<file path="config.mk">
export PLATFORM = sky130hd
export DESIGN_NAME = otp_word_store
export DESIGN_NICKNAME = d
export VERILOG_FILES = /design/src/rtl/otp_pkg.sv /design/src/rtl/otp_mode_dec.sv /design/src/rtl/otp_strobe_edge.sv /design/src/rtl/otp_cell_array.sv /design/src/rtl/otp_word_store.sv
export SDC_FILE = /design/constraint.sdc
export NUM_CORES = 1
export LEC_CHECK = 0
export BUFFER_PORTS_ARGS = -buffer_cell sky130_fd_sc_hd__buf_2
export CORE_UTILIZATION = 65
export DETAILED_ROUTE_END_ITERATION = 8
export GPL_TIMING_DRIVEN = 0
export PLACE_DENSITY = 0.83
export SLEW_MARGIN = 10
export SYNTH_ARGS = -nofsm -noshare
export SYNTH_HDL_FRONTEND = slang
export SYNTH_HIERARCHICAL = 1
export SYNTH_SLANG_ARGS = --single-unit
</file>
<file path="constraint.sdc">
create_clock -name clk_i -period 3.99 [get_ports clk_i]
set_input_delay 0.1995 -clock clk_i [delete_from_list [all_inputs] [get_ports clk_i]]
set_output_delay 0.1995 -clock clk_i [all_outputs]
set_load 0.005 [all_outputs]
</file>
<file path="src/rtl/otp_pkg.sv">
package otp_pkg;
  typedef enum logic [2:0] {
    MODE_STANDBY,
    MODE_INHIBIT,
    MODE_OUT_OFF,
    MODE_READ,
    MODE_VERIFY,
    MODE_PROGRAM,
    MODE_IDENT,
    MODE_IDLE
  } otp_mode_e;

  localparam logic [15:0] IDENT_LO_CODE = 16'h0020;
  localparam logic [15:0] IDENT_HI_CODE = 16'h008C;
endpackage

</file>
<file path="src/rtl/otp_mode_dec.sv">
module otp_mode_dec
  import otp_pkg::*;
(
  input  logic      ce_n_i,
  input  logic      oe_n_i,
  input  logic      pgm_n_i,
  input  logic      hv_pgm_i,
  input  logic      hv_sig_i,
  output otp_mode_e mode_o,
  output logic      drive_o
);
  always_comb begin
    if (ce_n_i)                 mode_o = hv_pgm_i ? MODE_INHIBIT : MODE_STANDBY;
    else if (oe_n_i)            mode_o = (hv_pgm_i && !pgm_n_i) ? MODE_PROGRAM : MODE_OUT_OFF;
    else if (hv_sig_i)          mode_o = MODE_IDENT;     // identifier wins over read/verify
    else if (!pgm_n_i)          mode_o = hv_pgm_i ? MODE_PROGRAM : MODE_IDLE;
    else if (hv_pgm_i)          mode_o = MODE_VERIFY;
    else                        mode_o = MODE_READ;
  end

  always_comb begin
    unique case (mode_o)
      MODE_READ, MODE_VERIFY, MODE_IDENT: drive_o = 1'b1;
      default:                            drive_o = 1'b0;
    endcase
  end
endmodule

</file>
<file path="src/rtl/otp_strobe_edge.sv">
module otp_strobe_edge (
  input  logic clk_i,
  input  logic rst_ni,
  input  logic ce_n_i,
  input  logic pgm_n_i,
  input  logic hv_pgm_i,
  output logic we_o
);
  logic pgm_n_q;

  always_ff @(posedge clk_i or negedge rst_ni) begin
    if (!rst_ni) pgm_n_q <= 1'b1;
    else         pgm_n_q <= pgm_n_i;
  end

  // commit on strobe release, qualified at that edge
  assign we_o = !pgm_n_q && pgm_n_i && hv_pgm_i && !ce_n_i;
endmodule

</file>
<file path="src/rtl/otp_cell_array.sv">
module otp_cell_array #(
  parameter int unsigned DW    = 16,
  parameter int unsigned DEPTH = 16,
  localparam int unsigned AW   = (DEPTH > 1) ? $clog2(DEPTH) : 1
) (
  input  logic          clk_i,
  input  logic          rst_ni,
  input  logic          erase_i,
  input  logic          we_i,
  input  logic [AW-1:0] addr_i,
  input  logic [DW-1:0] wdata_i,
  output logic [DW-1:0] rdata_o
);
  logic [DW-1:0] mem_q [DEPTH];

  always_ff @(posedge clk_i or negedge rst_ni) begin
    if (!rst_ni) begin
      for (int i = 0; i < DEPTH; i++) mem_q[i] <= '1;
    end else if (erase_i) begin
      for (int i = 0; i < DEPTH; i++) mem_q[i] <= '1;
    end else if (we_i && (32'(addr_i) < DEPTH)) begin
      mem_q[addr_i] <= mem_q[addr_i] & wdata_i;   // bits only clear
    end
  end

  assign rdata_o = (32'(addr_i) < DEPTH) ? mem_q[addr_i] : '1;

  for (genvar k = 0; k < DEPTH; k++) begin : g_word_chk
    AST_ERASE_ALL_ONES: assert property (@(posedge clk_i) disable iff (!rst_ni)
      erase_i |=> (mem_q[k] == '1));
    AST_BITS_ONLY_CLEAR: assert property (@(posedge clk_i) disable iff (!rst_ni)
      !erase_i |=> ((mem_q[k] & ~$past(mem_q[k])) == '0));
    AST_WRITE_MERGE: assert property (@(posedge clk_i) disable iff (!rst_ni)
      (we_i && !erase_i && (32'(addr_i) == k))
        |=> (mem_q[k] == ($past(mem_q[k]) & $past(wdata_i))));
  end
endmodule

</file>
<file path="src/rtl/otp_word_store.sv">
module otp_word_store
  import otp_pkg::*;
#(
  parameter int unsigned DW    = 16,
  parameter int unsigned DEPTH = 16,
  localparam int unsigned AW   = (DEPTH > 1) ? $clog2(DEPTH) : 1
) (
  input  logic          clk_i,
  input  logic          rst_ni,
  input  logic          ce_n_i,
  input  logic          oe_n_i,
  input  logic          pgm_n_i,
  input  logic          hv_pgm_i,
  input  logic          hv_sig_i,
  input  logic          erase_i,
  input  logic [AW-1:0] addr_i,
  input  logic [DW-1:0] wdata_i,
  output logic [DW-1:0] rdata_o,
  output logic          drive_o
);
  otp_mode_e     mode;
  logic          dec_drive;
  logic          we;
  logic [DW-1:0] cell_data;
  logic [DW-1:0] ident_data;

  otp_mode_dec i_dec (
    .ce_n_i   (ce_n_i),
    .oe_n_i   (oe_n_i),
    .pgm_n_i  (pgm_n_i),
    .hv_pgm_i (hv_pgm_i),
    .hv_sig_i (hv_sig_i),
    .mode_o   (mode),
    .drive_o  (dec_drive)
  );

  otp_strobe_edge i_edge (
    .clk_i    (clk_i),
    .rst_ni   (rst_ni),
    .ce_n_i   (ce_n_i),
    .pgm_n_i  (pgm_n_i),
    .hv_pgm_i (hv_pgm_i),
    .we_o     (we)
  );

  otp_cell_array #(.DW(DW), .DEPTH(DEPTH)) i_array (
    .clk_i   (clk_i),
    .rst_ni  (rst_ni),
    .erase_i (erase_i),
    .we_i    (we),
    .addr_i  (addr_i),
    .wdata_i (wdata_i),
    .rdata_o (cell_data)
  );

  assign ident_data = addr_i[0] ? DW'(IDENT_HI_CODE) : DW'(IDENT_LO_CODE);

  always_comb begin
    rdata_o = '0;
    if (dec_drive) rdata_o = (mode == MODE_IDENT) ? ident_data : cell_data;
  end
  assign drive_o = dec_drive;

  AST_DESELECT_HIZ: assert property (@(posedge clk_i) disable iff (!rst_ni)
    ce_n_i |-> !drive_o);
  AST_OUTPUT_OFF: assert property (@(posedge clk_i) disable iff (!rst_ni)
    (!ce_n_i && oe_n_i) |-> !drive_o);
  AST_IDENT_UPPER_ZERO: assert property (@(posedge clk_i) disable iff (!rst_ni)
    (!ce_n_i && !oe_n_i && hv_sig_i) |-> (drive_o && rdata_o[DW-1:8] == '0));
  AST_UNDRIVEN_ZERO: assert property (@(posedge clk_i) disable iff (!rst_ni)
    !drive_o |-> (rdata_o == '0));
  AST_WRITE_QUALIFIED: assert property (@(posedge clk_i) disable iff (!rst_ni)
    we |-> (hv_pgm_i && !ce_n_i && pgm_n_i));
  AST_NO_HV_NO_WRITE: assert property (@(posedge clk_i) disable iff (!rst_ni)
    !hv_pgm_i |-> !we);
endmodule

</file>
==> impl_metrics.json, run 1 <==
{
  "final_common_cell": "nor2_1",
  "finalCriticalPeriod_ns": 2.659,
  "syn_area_per_cell_sq_um": 10.61,
  "busiest_layer": "met2",
  "powerDensity_nw_per_um2": 388.0,
  "ys_seq_area_frac": 0.5133,
  "grt_pass1_vias": 10660,
  "num_antenna_cells": 0,
  "path_cells": "buf_2, buf_4, buf_2, clkbuf_1, nand3_1, o21ai_0, nand2_1, mux2i_1, buf_2",
  "status": "finished, final reports clean",
  "cts_sinks": 257,
  "setup-violations-final": 0,
  "hold_viol": 0,
  "ys.flop_type": "dfstp_2",
  "crit_buf_inv": 5,
  "drc": 0,
  "nets": 1344,
  "max_slew_margin": 0.4934,
  "tightest_slew_ns": 0.7548,
  "wl_per_cell_um": 25.21,
  "dieWidth_um": 144.3,
  "drive_above_1_share": 0.3904,
  "cp_slowest_stage_delay_ns": 0.56,
  "netlist_area_sq_um": 13160,
  "numCtsBuffers": 27,
  "crit_top_cell": "buf_2",
  "cp.required_ns": 3.79,
  "root_buffer": "clkbuf_16",
  "crit_path_end_kind": "primary output",
  "port_buffers": 43,
  "placed_cell_area_sq_um": 13770,
  "place_congestion": 0.9478,
  "syn_nets": 1268,
  "start_kind": "input port",
  "route.vias.total": 11020,
  "met3_usage": 0.08344,
  "ys_ff_latch": 257,
  "skew_ns": 0.009515,
  "grt_overflow": 0,
  "cpLargestDelayFamily": "buffers and inverters",
  "synth-async-reset-ratio": 1.000,
  "insertion_delay_ns": 0.53,
  "ir_worst_vdd_mv": 0.2877,
  "fin_area_sq_um": 14680,
  "drt_iter0_drc": 1280,
  "cpMaxStageDelayCell": "clkbuf_1",
  "max_freq_ghz": 0.3760,
  "period_share": 0.6665,
  "grt_pass1_wl_mm": 61.50,
  "maxCapViolCount": 0,
  "dieArea_sq_um": 20810,
  "num_rows": 51,
  "ys_types": 41,
  "ctsLongestPathBuffers": 3,
  "dr.pass1.iters": 6,
  "grt_max_degree": 121,
  "drv_slew": 0,
  "htree_levels": 1,
  "crit_path_max_fanout": 10,
  "vias_per_cell": 6.902,
  "drtAntennaViolNets": 0,
  "die_y_um": 144.3,
  "leakagePower_nw": 5.712,
  "wirelength_mm": 40.25,
  "worstSetupPathType": "in2out",
  "use_met2": 0.6265,
  "boundaryPins": 45,
  "fin_util": 0.7470,
  "cts_tree": "done",
  "synthCells": 1240,
  "clk_pin_slew_ns": 0.06,
  "most-common-layout-cells": "268 x nor2_1, 257 x dfstp_2, 250 x a31oi_1",
  "arrival_ns": 2.46,
  "cts_resized": 0,
  "area_delta_synth_final_pct": 11.60,
  "grt_usage": 0.3998,
  "rsz0062_at_grt": "no",
  "grt_use_met1": 0.5373,
  "synth-edff-count": 0,
  "initial_core_util": 0.6693,
  "core_sq_um": 19650,
  "grt_antenna_before_repair": 0,
  "yosysWarningCount": 6,
  "hp-class": "in2reg",
  "dpl.hpwl_mm": 27.50
}
[synthesized netlist by cell type (13+ instances only)]
cell	count	share of area
nor2_1	268	0.076
dfstp_2	257	0.51
a31oi_1	250	0.12
mux2i_1	133	0.10
buf_2	60	0.023
a22oi_2	32	0.030
nand2_1	31	0.0088
a22oi_1	27	0.015
nand3_1	18	0.0068
clkbuf_1	17	0.0049
o21ai_0	16	0.0061
buf_4	15	0.0086
nand4_1	15	0.0071
buf_6	14	0.012
nand4b_2	13	0.015
[report_power, final]
group          leakage, nW  switching (mW)  internal, mW
sequential            2.70         0.00392          2.63
combinational         2.56           0.388         0.139
clock                0.445            1.02          1.51
total                 5.71            1.42          4.28
[state kept, by name, indices dropped and copies added, names as in the netlist]
| register | count |
|---|---|
| i_edge/pgm_n_q | 1 |
| i_array/mem_q | 256 |
[worst register-to-register path: stages, from the launching register on]
cell      delay [ns]
dfstp_2         0.35
and4bb_2        0.39
nand3b_2        0.30
nor2_1          0.65
clkbuf_1        0.60
a31oi_1         0.19
[cell type report]
type / count / area [sq um]
buffer: 107 / 638.1
clock buffer: 37 / 793.3
clock inverter: 8 / 101.3
fill: 1421 / 4972
inverter: 2 / 7.507
multi-input combinational: 874 / 5757
sequential: 257 / 6753
tap: 265 / 331.6
timing repair buffer: 47 / 300.3
[metal layers]
metal  vias up  part of all wire
met2       707              0.46
met1      5430              0.39
li1       4747                 -
met5         -                 0
met3       139              0.11
met4         0             0.044
[logic make-up after synthesis]
family          synth area share
flops                     0.5133
buf+inv                  0.04908
compound gates            0.1937
mux                       0.1012
simple gates              0.1427
[worst paths after layout]
| path | start | to | slack (ns) | depth (start not counted) |
|---|---|---|---|---|
| min reg2reg | i_array/mem_q[202] | i_array/mem_q[202] | 0.50 | 2 |
| min in group asynchronous | rst_ni | i_array/mem_q[80] | 0.34 | 2 |
| max | addr_i[3] | rdata_o[5] | 1.33 | 9 |
| max in group asynchronous | rst_ni | i_array/mem_q[178] | 2.55 | 4 |
| max reg2reg | i_edge/pgm_n_q | i_array/mem_q[38] | 1.40 | 5 |
| min | wdata_i[7] | i_array/mem_q[71] | 0.03 | 3 |
[through the flow]
step	TNS [ns]	cells	power, mW	setup WS (ns)	hold WS [ns]
finish	0	1597	5.696	1.331	0.03008
global route	0	1597	5.843	1.386	0.03208
CTS	0	1597	5.687	1.483	0.01572
detailed placement	0	1550	3.177	1.493	0.2769
global placement	-5.348	1548	3.160	-0.04819	0.3532
floorplan	0	1240	2.955	2.035	0.05166
[what timing repair did]
item	CTS	global route
hold buffers	2	0
setup buffers	0	0
endpoints found under the hold margin	25	0
(Power assumes the default switching activity.)
==> run 2, diff against run 1 <==
--- a/config.mk
+++ b/config.mk
@@ -6,10 +6,10 @@
 export NUM_CORES = 1
 export LEC_CHECK = 0
 export BUFFER_PORTS_ARGS = -buffer_cell sky130_fd_sc_hd__buf_2
-export CORE_UTILIZATION = 65
+export CORE_UTILIZATION = 63
 export DETAILED_ROUTE_END_ITERATION = 8
 export GPL_TIMING_DRIVEN = 0
-export PLACE_DENSITY = 0.83
+export PLACE_DENSITY = 0.81
 export SLEW_MARGIN = 10
 export SYNTH_ARGS = -nofsm -noshare
 export SYNTH_HDL_FRONTEND = slang
==> constraint.sdc (replaced) <==
create_clock -name clk_i -period 2.5 [get_ports clk_i]
set_input_delay 0.125 -clock clk_i [delete_from_list [all_inputs] [get_ports clk_i]]
set_output_delay 0.125 -clock clk_i [all_outputs]
set_load 0.005 [all_outputs]
==> impl_metrics.json, run 2 (same netlist as run 1, synthesis figures left out) <==
{
  "numCtsBuffers": 27,
  "grt_overflow": 0,
  "ir_worst_vdd_mv": 0.4792,
  "drc": 0,
  "area_delta_synth_final_pct": 12.71,
  "path_cells": "buf_2, buf_4, buf_2, clkbuf_1, nand3_1, o21ai_0, nand2_1, mux2i_1, buf_2",
  "grt_usage": 0.3757,
  "final_common_cell": "nor2_1",
  "die_y_um": 146.5,
  "crit_top_cell": "buf_2",
  "vias_per_cell": 6.824,
  "largestRegisters": "i_array/mem_q: 256 flops, i_edge/pgm_n_q: 1 flops",
  "r2r_slack_ns": 0.07,
  "power.total_mw": 9.170,
  "largest-register": "i_array/mem_q",
  "hold_viol": 0,
  "max_freq_ghz": 0.4055,
  "period_share": 0.9864,
  "cts_tree": "done",
  "max_slew_margin": 0.5104,
  "most-common-layout-cells": "264 x nor2_1, 257 x dfstp_2, 250 x a31oi_1",
  "core_sq_um": 20360,
  "port_buffers": 43,
  "arrival_ns": 2.34,
  "drive_above_1_share": 0.3963,
  "htree_levels": 1,
  "crit_path_max_fanout": 10,
  "route.vias.total": 11020,
  "post-place-ws_ns": 0.03832,
  "drt_iter0_drc": 1450,
  "tns_ns": 0,
  "dr.pass1.iters": 6,
  "dpl.hpwl_mm": 27.43,
  "grt_pass1_vias": 10740,
  "worstSetupPathType": "in2out",
  "grt_pass1_wl_mm": 61.15,
  "status": "finished, final reports clean",
  "boundaryPins": 45,
  "cpMaxStageDelayCell": "clkbuf_1",
  "maxCapViolCount": 0,
  "grt_max_degree": 118,
  "leakagePower_nw": 5.776,
  "ctsLongestPathBuffers": 3,
  "largest_register_ffs": 256,
  "dieWidth_um": 146.5,
  "start_kind": "input port",
  "drtAntennaViolNets": 0,
  "root_buffer": "clkbuf_16",
  "wirelength_mm": 40.04,
  "num_rows": 52,
  "setup-violations-final": 0,
  "cp.required_ns": 2.38,
  "wl_per_cell_um": 24.79,
  "register_area_sq_um": 6753,
  "tightest_slew_ns": 0.7317,
  "skew_ns": 0.008569,
  "num_antenna_cells": 0,
  "crit_path_end_kind": "primary output",
  "powerDensity_nw_per_um2": 618.5,
  "cp_slowest_stage_delay_ns": 0.51,
  "grt_antenna_before_repair": 0,
  "post_cts_buffers": 0,
  "insertion_delay_ns": 0.54,
  "fin_ws_ns": 0.03408,
  "rsz0062_at_grt": "yes",
  "nets": 1353,
  "multi_input_area_sq_um": 5774,
  "num-fill-cells": 1446,
  "drv_slew": 0,
  "hp-class": "in2reg",
  "clk_pin_slew_ns": 0.06,
  "cts_sinks": 257,
  "finalCriticalPeriod_ns": 2.466,
  "initial_core_util": 0.6460,
  "dieArea_sq_um": 21460,
  "place_congestion": 0.9536
}
==> run 2: cell types whose count changed in the layout (fill, tap and decap cells not counted), sizes merged <==
cell	previous run	this run
clkinv	5	6
clkbuf	54	56
clkinvlp	0	1
dlygate4sd3	2	11
==> run 2: layer usage <==
metal | global-route usage | vias to the layer above | wire, um
li1 | - | 4778 | -
met4 | 0.1734 | 0 | 1798
met1 | 0.5063 | 5386 | 15540
met5 | 0 | - | 0
met2 | 0.5840 | 703 | 18290
met3 | 0.08063 | 154 | 4416
==> run 2: final timing paths <==
check | startpoint | end | cells after the start
worst max-delay path | addr_i[3] | rdata_o[3] | 9
max in group asynchronous | rst_ni | i_array/mem_q[63] | 3
worst min-delay path | wdata_i[0] | i_array/mem_q[96] | 3
worst min register to register | i_array/mem_q[236] | i_array/mem_q[236] | 2
min in group asynchronous | rst_ni | i_array/mem_q[76] | 2
worst max register to register | i_edge/pgm_n_q | i_array/mem_q[12] | 6
==> run 2: per-stage QoR <==
step	cells	instance area, sq um	hold WS, ns	util
final	1615	14830	0.02978	0.7281
after global routing	1615	14830	0.01290	0.7281
after CTS	1615	14800	0.002992	0.7270
after detailed placement	1555	13770	0.2831	0.6763
after global placement	1553	13710	0.2785	0.6731
after floorplan	1240	13160	-0.02284	-
==> run 2: final cells by class <==
class                   count  area share
repair buffers             56     0.02633
multi-input cells         874      0.3895
flip-flops and latches    257      0.4554
clock inverters            10    0.007426
inverters                   2   0.0005063
plain buffers             107     0.04338
clock buffers              39     0.05468
well taps                 270     0.02278
==> run 2: report_power, final <==
part           total (mW)  leakage, nW  internal (mW)  switching [mW]
sequential           4.21         2.70           4.20         0.00598
clock                4.11        0.458           2.45            1.66
combinational       0.854         2.61          0.233           0.621
total                9.17         5.78           6.89            2.28
==> run 2: what timing repair did <==
action	in CTS	in global routing
gates resized for setup	0	15
endpoints found under the setup margin	0	44
hold buffers	11	0
hold endpoints to repair	90	0
==> run 2: critical path, delay by kind of cell <==
family	cells	cell delay, ns
buffers and inverters	5	1.60
AO/OA/AOI/OAI	1	0.19
AND/OR/NAND/NOR	2	0.27
multiplexers	1	0.13
==> run 3, diff against run 2 <==
--- a/config.mk
+++ b/config.mk
@@ -6,10 +6,11 @@
 export NUM_CORES = 1
 export LEC_CHECK = 0
 export BUFFER_PORTS_ARGS = -buffer_cell sky130_fd_sc_hd__buf_2
-export CORE_UTILIZATION = 63
+export CORE_MARGIN = 2
+export CORE_UTILIZATION = 25
 export DETAILED_ROUTE_END_ITERATION = 8
 export GPL_TIMING_DRIVEN = 0
-export PLACE_DENSITY = 0.81
+export HOLD_SLACK_MARGIN = 0.03
 export SLEW_MARGIN = 10
 export SYNTH_ARGS = -nofsm -noshare
 export SYNTH_HDL_FRONTEND = slang
==> impl_metrics.json, run 3 (same netlist as run 1, synthesis figures left out) <==
{
  "status": "finished, final reports clean",
  "largest-register": "i_array/mem_q",
  "max_freq_ghz": 0.4012,
  "boundaryPins": 45,
  "crit_buf_inv": 1,
  "dieWidth_um": 233.4,
  "drive_above_1_share": 0.3985,
  "initial_core_util": 0.2513,
  "ir_worst_vdd_mv": 0.4913,
  "drc": 0,
  "path_cells": "and4bb_2, nand3_2, nor2_2, clkbuf_1, a31oi_1",
  "insertion_delay_ns": 0.56,
  "cp.required_ns": 2.94,
  "drtAntennaViolNets": 0,
  "whs_ns": 0.09058,
  "met3_usage": 0.02441,
  "largest_register_ffs": 256,
  "grt_antenna_before_repair": 2,
  "ctsLongestPathBuffers": 3,
  "grt_use_met1": 0.2068,
  "port_buffers": 43,
  "route.vias.total": 10710,
  "num-fill-cells": 5431,
  "grt_usage": 0.1595,
  "skew_ns": 0.01537,
  "cts_tree": "done",
  "cpMaxStageDelayCell": "clkbuf_1",
  "max_slew_margin": 0.5245,
  "cpLargestDelayFamily": "simple AND/OR/NAND/NOR gates",
  "clk_pin_slew_ns": 0.06,
  "leakagePower_nw": 5.803,
  "worstSetupPathType": "reg2reg",
  "drv_slew": 0,
  "start_kind": "register",
  "tightest_slew_ns": 0.7107,
  "dr.pass1.iters": 5,
  "crit_path_end_kind": "register",
  "num_rows": 84,
  "die_y_um": 233.4,
  "layout.cells.non_filler": 2039,
  "setup-violations-final": 0,
  "hold_viol": 0,
  "busiest_layer": "met2",
  "grt_overflow": 0,
  "most-common-layout-cells": "262 x nor2_1, 257 x dfstp_2, 250 x a31oi_1",
  "period_share": 0.9969,
  "grt_max_degree": 103,
  "largestRegisters": "i_array/mem_q: 256 flops, i_edge/pgm_n_q: 1 flops",
  "htree_levels": 1,
  "grt_pass1_vias": 10470,
  "use_met2": 0.2607,
  "dieArea_sq_um": 54470,
  "numCtsBuffers": 28,
  "powerDensity_nw_per_um2": 602.2,
  "dpl.hpwl_mm": 31.19,
  "grt_pass1_wl_mm": 65.76,
  "final_common_cell": "nor2_1",
  "arrival_ns": 2.93,
  "area_delta_synth_final_pct": 17.36,
  "hp-class": "in2reg",
  "root_buffer": "clkbuf_16",
  "crit_path_max_fanout": 10,
  "finalCriticalPeriod_ns": 2.492,
  "maxCapViolCount": 0,
  "vias_per_cell": 5.253,
  "wl_per_cell_um": 21.49,
  "nets": 1359,
  "wirelength_mm": 43.82,
  "cts_sinks": 257,
  "place_congestion": 0.8630,
  "cp_slowest_stage_delay_ns": 0.60,
  "placedCellCount": 1973,
  "drt_iter0_drc": 1041,
  "core_sq_um": 52340
}
## run 3: report_power, final
part	switching (mW)	total [mW]	internal, mW
clock network	1.69	4.21	2.52
registers	0.00593	4.21	4.20
logic	0.639	0.879	0.239
## run 3: metal layers
| layer | part of all wire | vias to the layer above |
|---|---|---|
| met5 | 0.00016 | - |
| met4 | 0.041 | 2 |
| met3 | 0.068 | 113 |
| met2 | 0.47 | 450 |
| met1 | 0.42 | 5355 |
| li1 | - | 4791 |
## run 3: layout make-up
type	instances	area, sq um	area share
inverters	2	7.507	0.0004863
diodes	1	2.502	0.0001621
flip-flops and latches	257	6753	0.4374
plain buffers	107	646.9	0.04190
well taps	688	860.8	0.05576
repair buffers	61	437.9	0.02837
clock buffers	43	848.3	0.05495
clock inverters	6	82.58	0.005349
multi-input cells	874	5799	0.3756
## run 3: worst reg2reg max path: stages (launching register included)
cell and delay (ns):
dfstp_2 0.36, and4bb_2 0.41, nand3_2 0.32, nor2_2 0.51, clkbuf_1 0.60, a31oi_1 0.18
## run 3: worst paths after layout
| path | startpoint | endpoint | slack (ns) | cells after the start |
|---|---|---|---|---|
| min reg2reg | i_array/mem_q[94] | i_array/mem_q[94] | 0.50 | 2 |
| min | wdata_i[2] | i_array/mem_q[82] | 0.09 | 4 |
| min in group asynchronous | rst_ni | i_array/mem_q[241] | 0.41 | 2 |
| max in group asynchronous | rst_ni | i_array/mem_q[76] | 1.09 | 4 |
| max reg2reg | i_edge/pgm_n_q | i_array/mem_q[13] | 0.008 | 5 |
| max | i_edge/pgm_n_q | i_array/mem_q[13] | 0.008 | 5 |
## run 3: repair_timing
action | CTS | global route
setup buffers | 0 | 1
resized for setup | 4 | 20
endpoints found under the hold margin | 138 | 0
pin swaps | 0 | 2
hold buffers | 15 | 0
endpoints found under the setup margin | 14 | 79
## run 3: metrics by stage
step | total power [mW] | util | setup TNS (ns) | worst slack (ns) | cell area, sq um
after floorplan | 4.716 | - | 0 | 0.5455 | 13160
after global placement | 5.083 | 0.2719 | -385.21 | -1.529 | 14230
after detailed placement | 5.109 | 0.2731 | -0.2974 | -0.07470 | 14300
after CTS | 9.381 | 0.2939 | 0 | 0.01651 | 15380
after global routing | 9.635 | 0.2950 | -0.1447 | -0.02809 | 15440
final | 9.297 | 0.2950 | 0 | 0.007722 | 15440
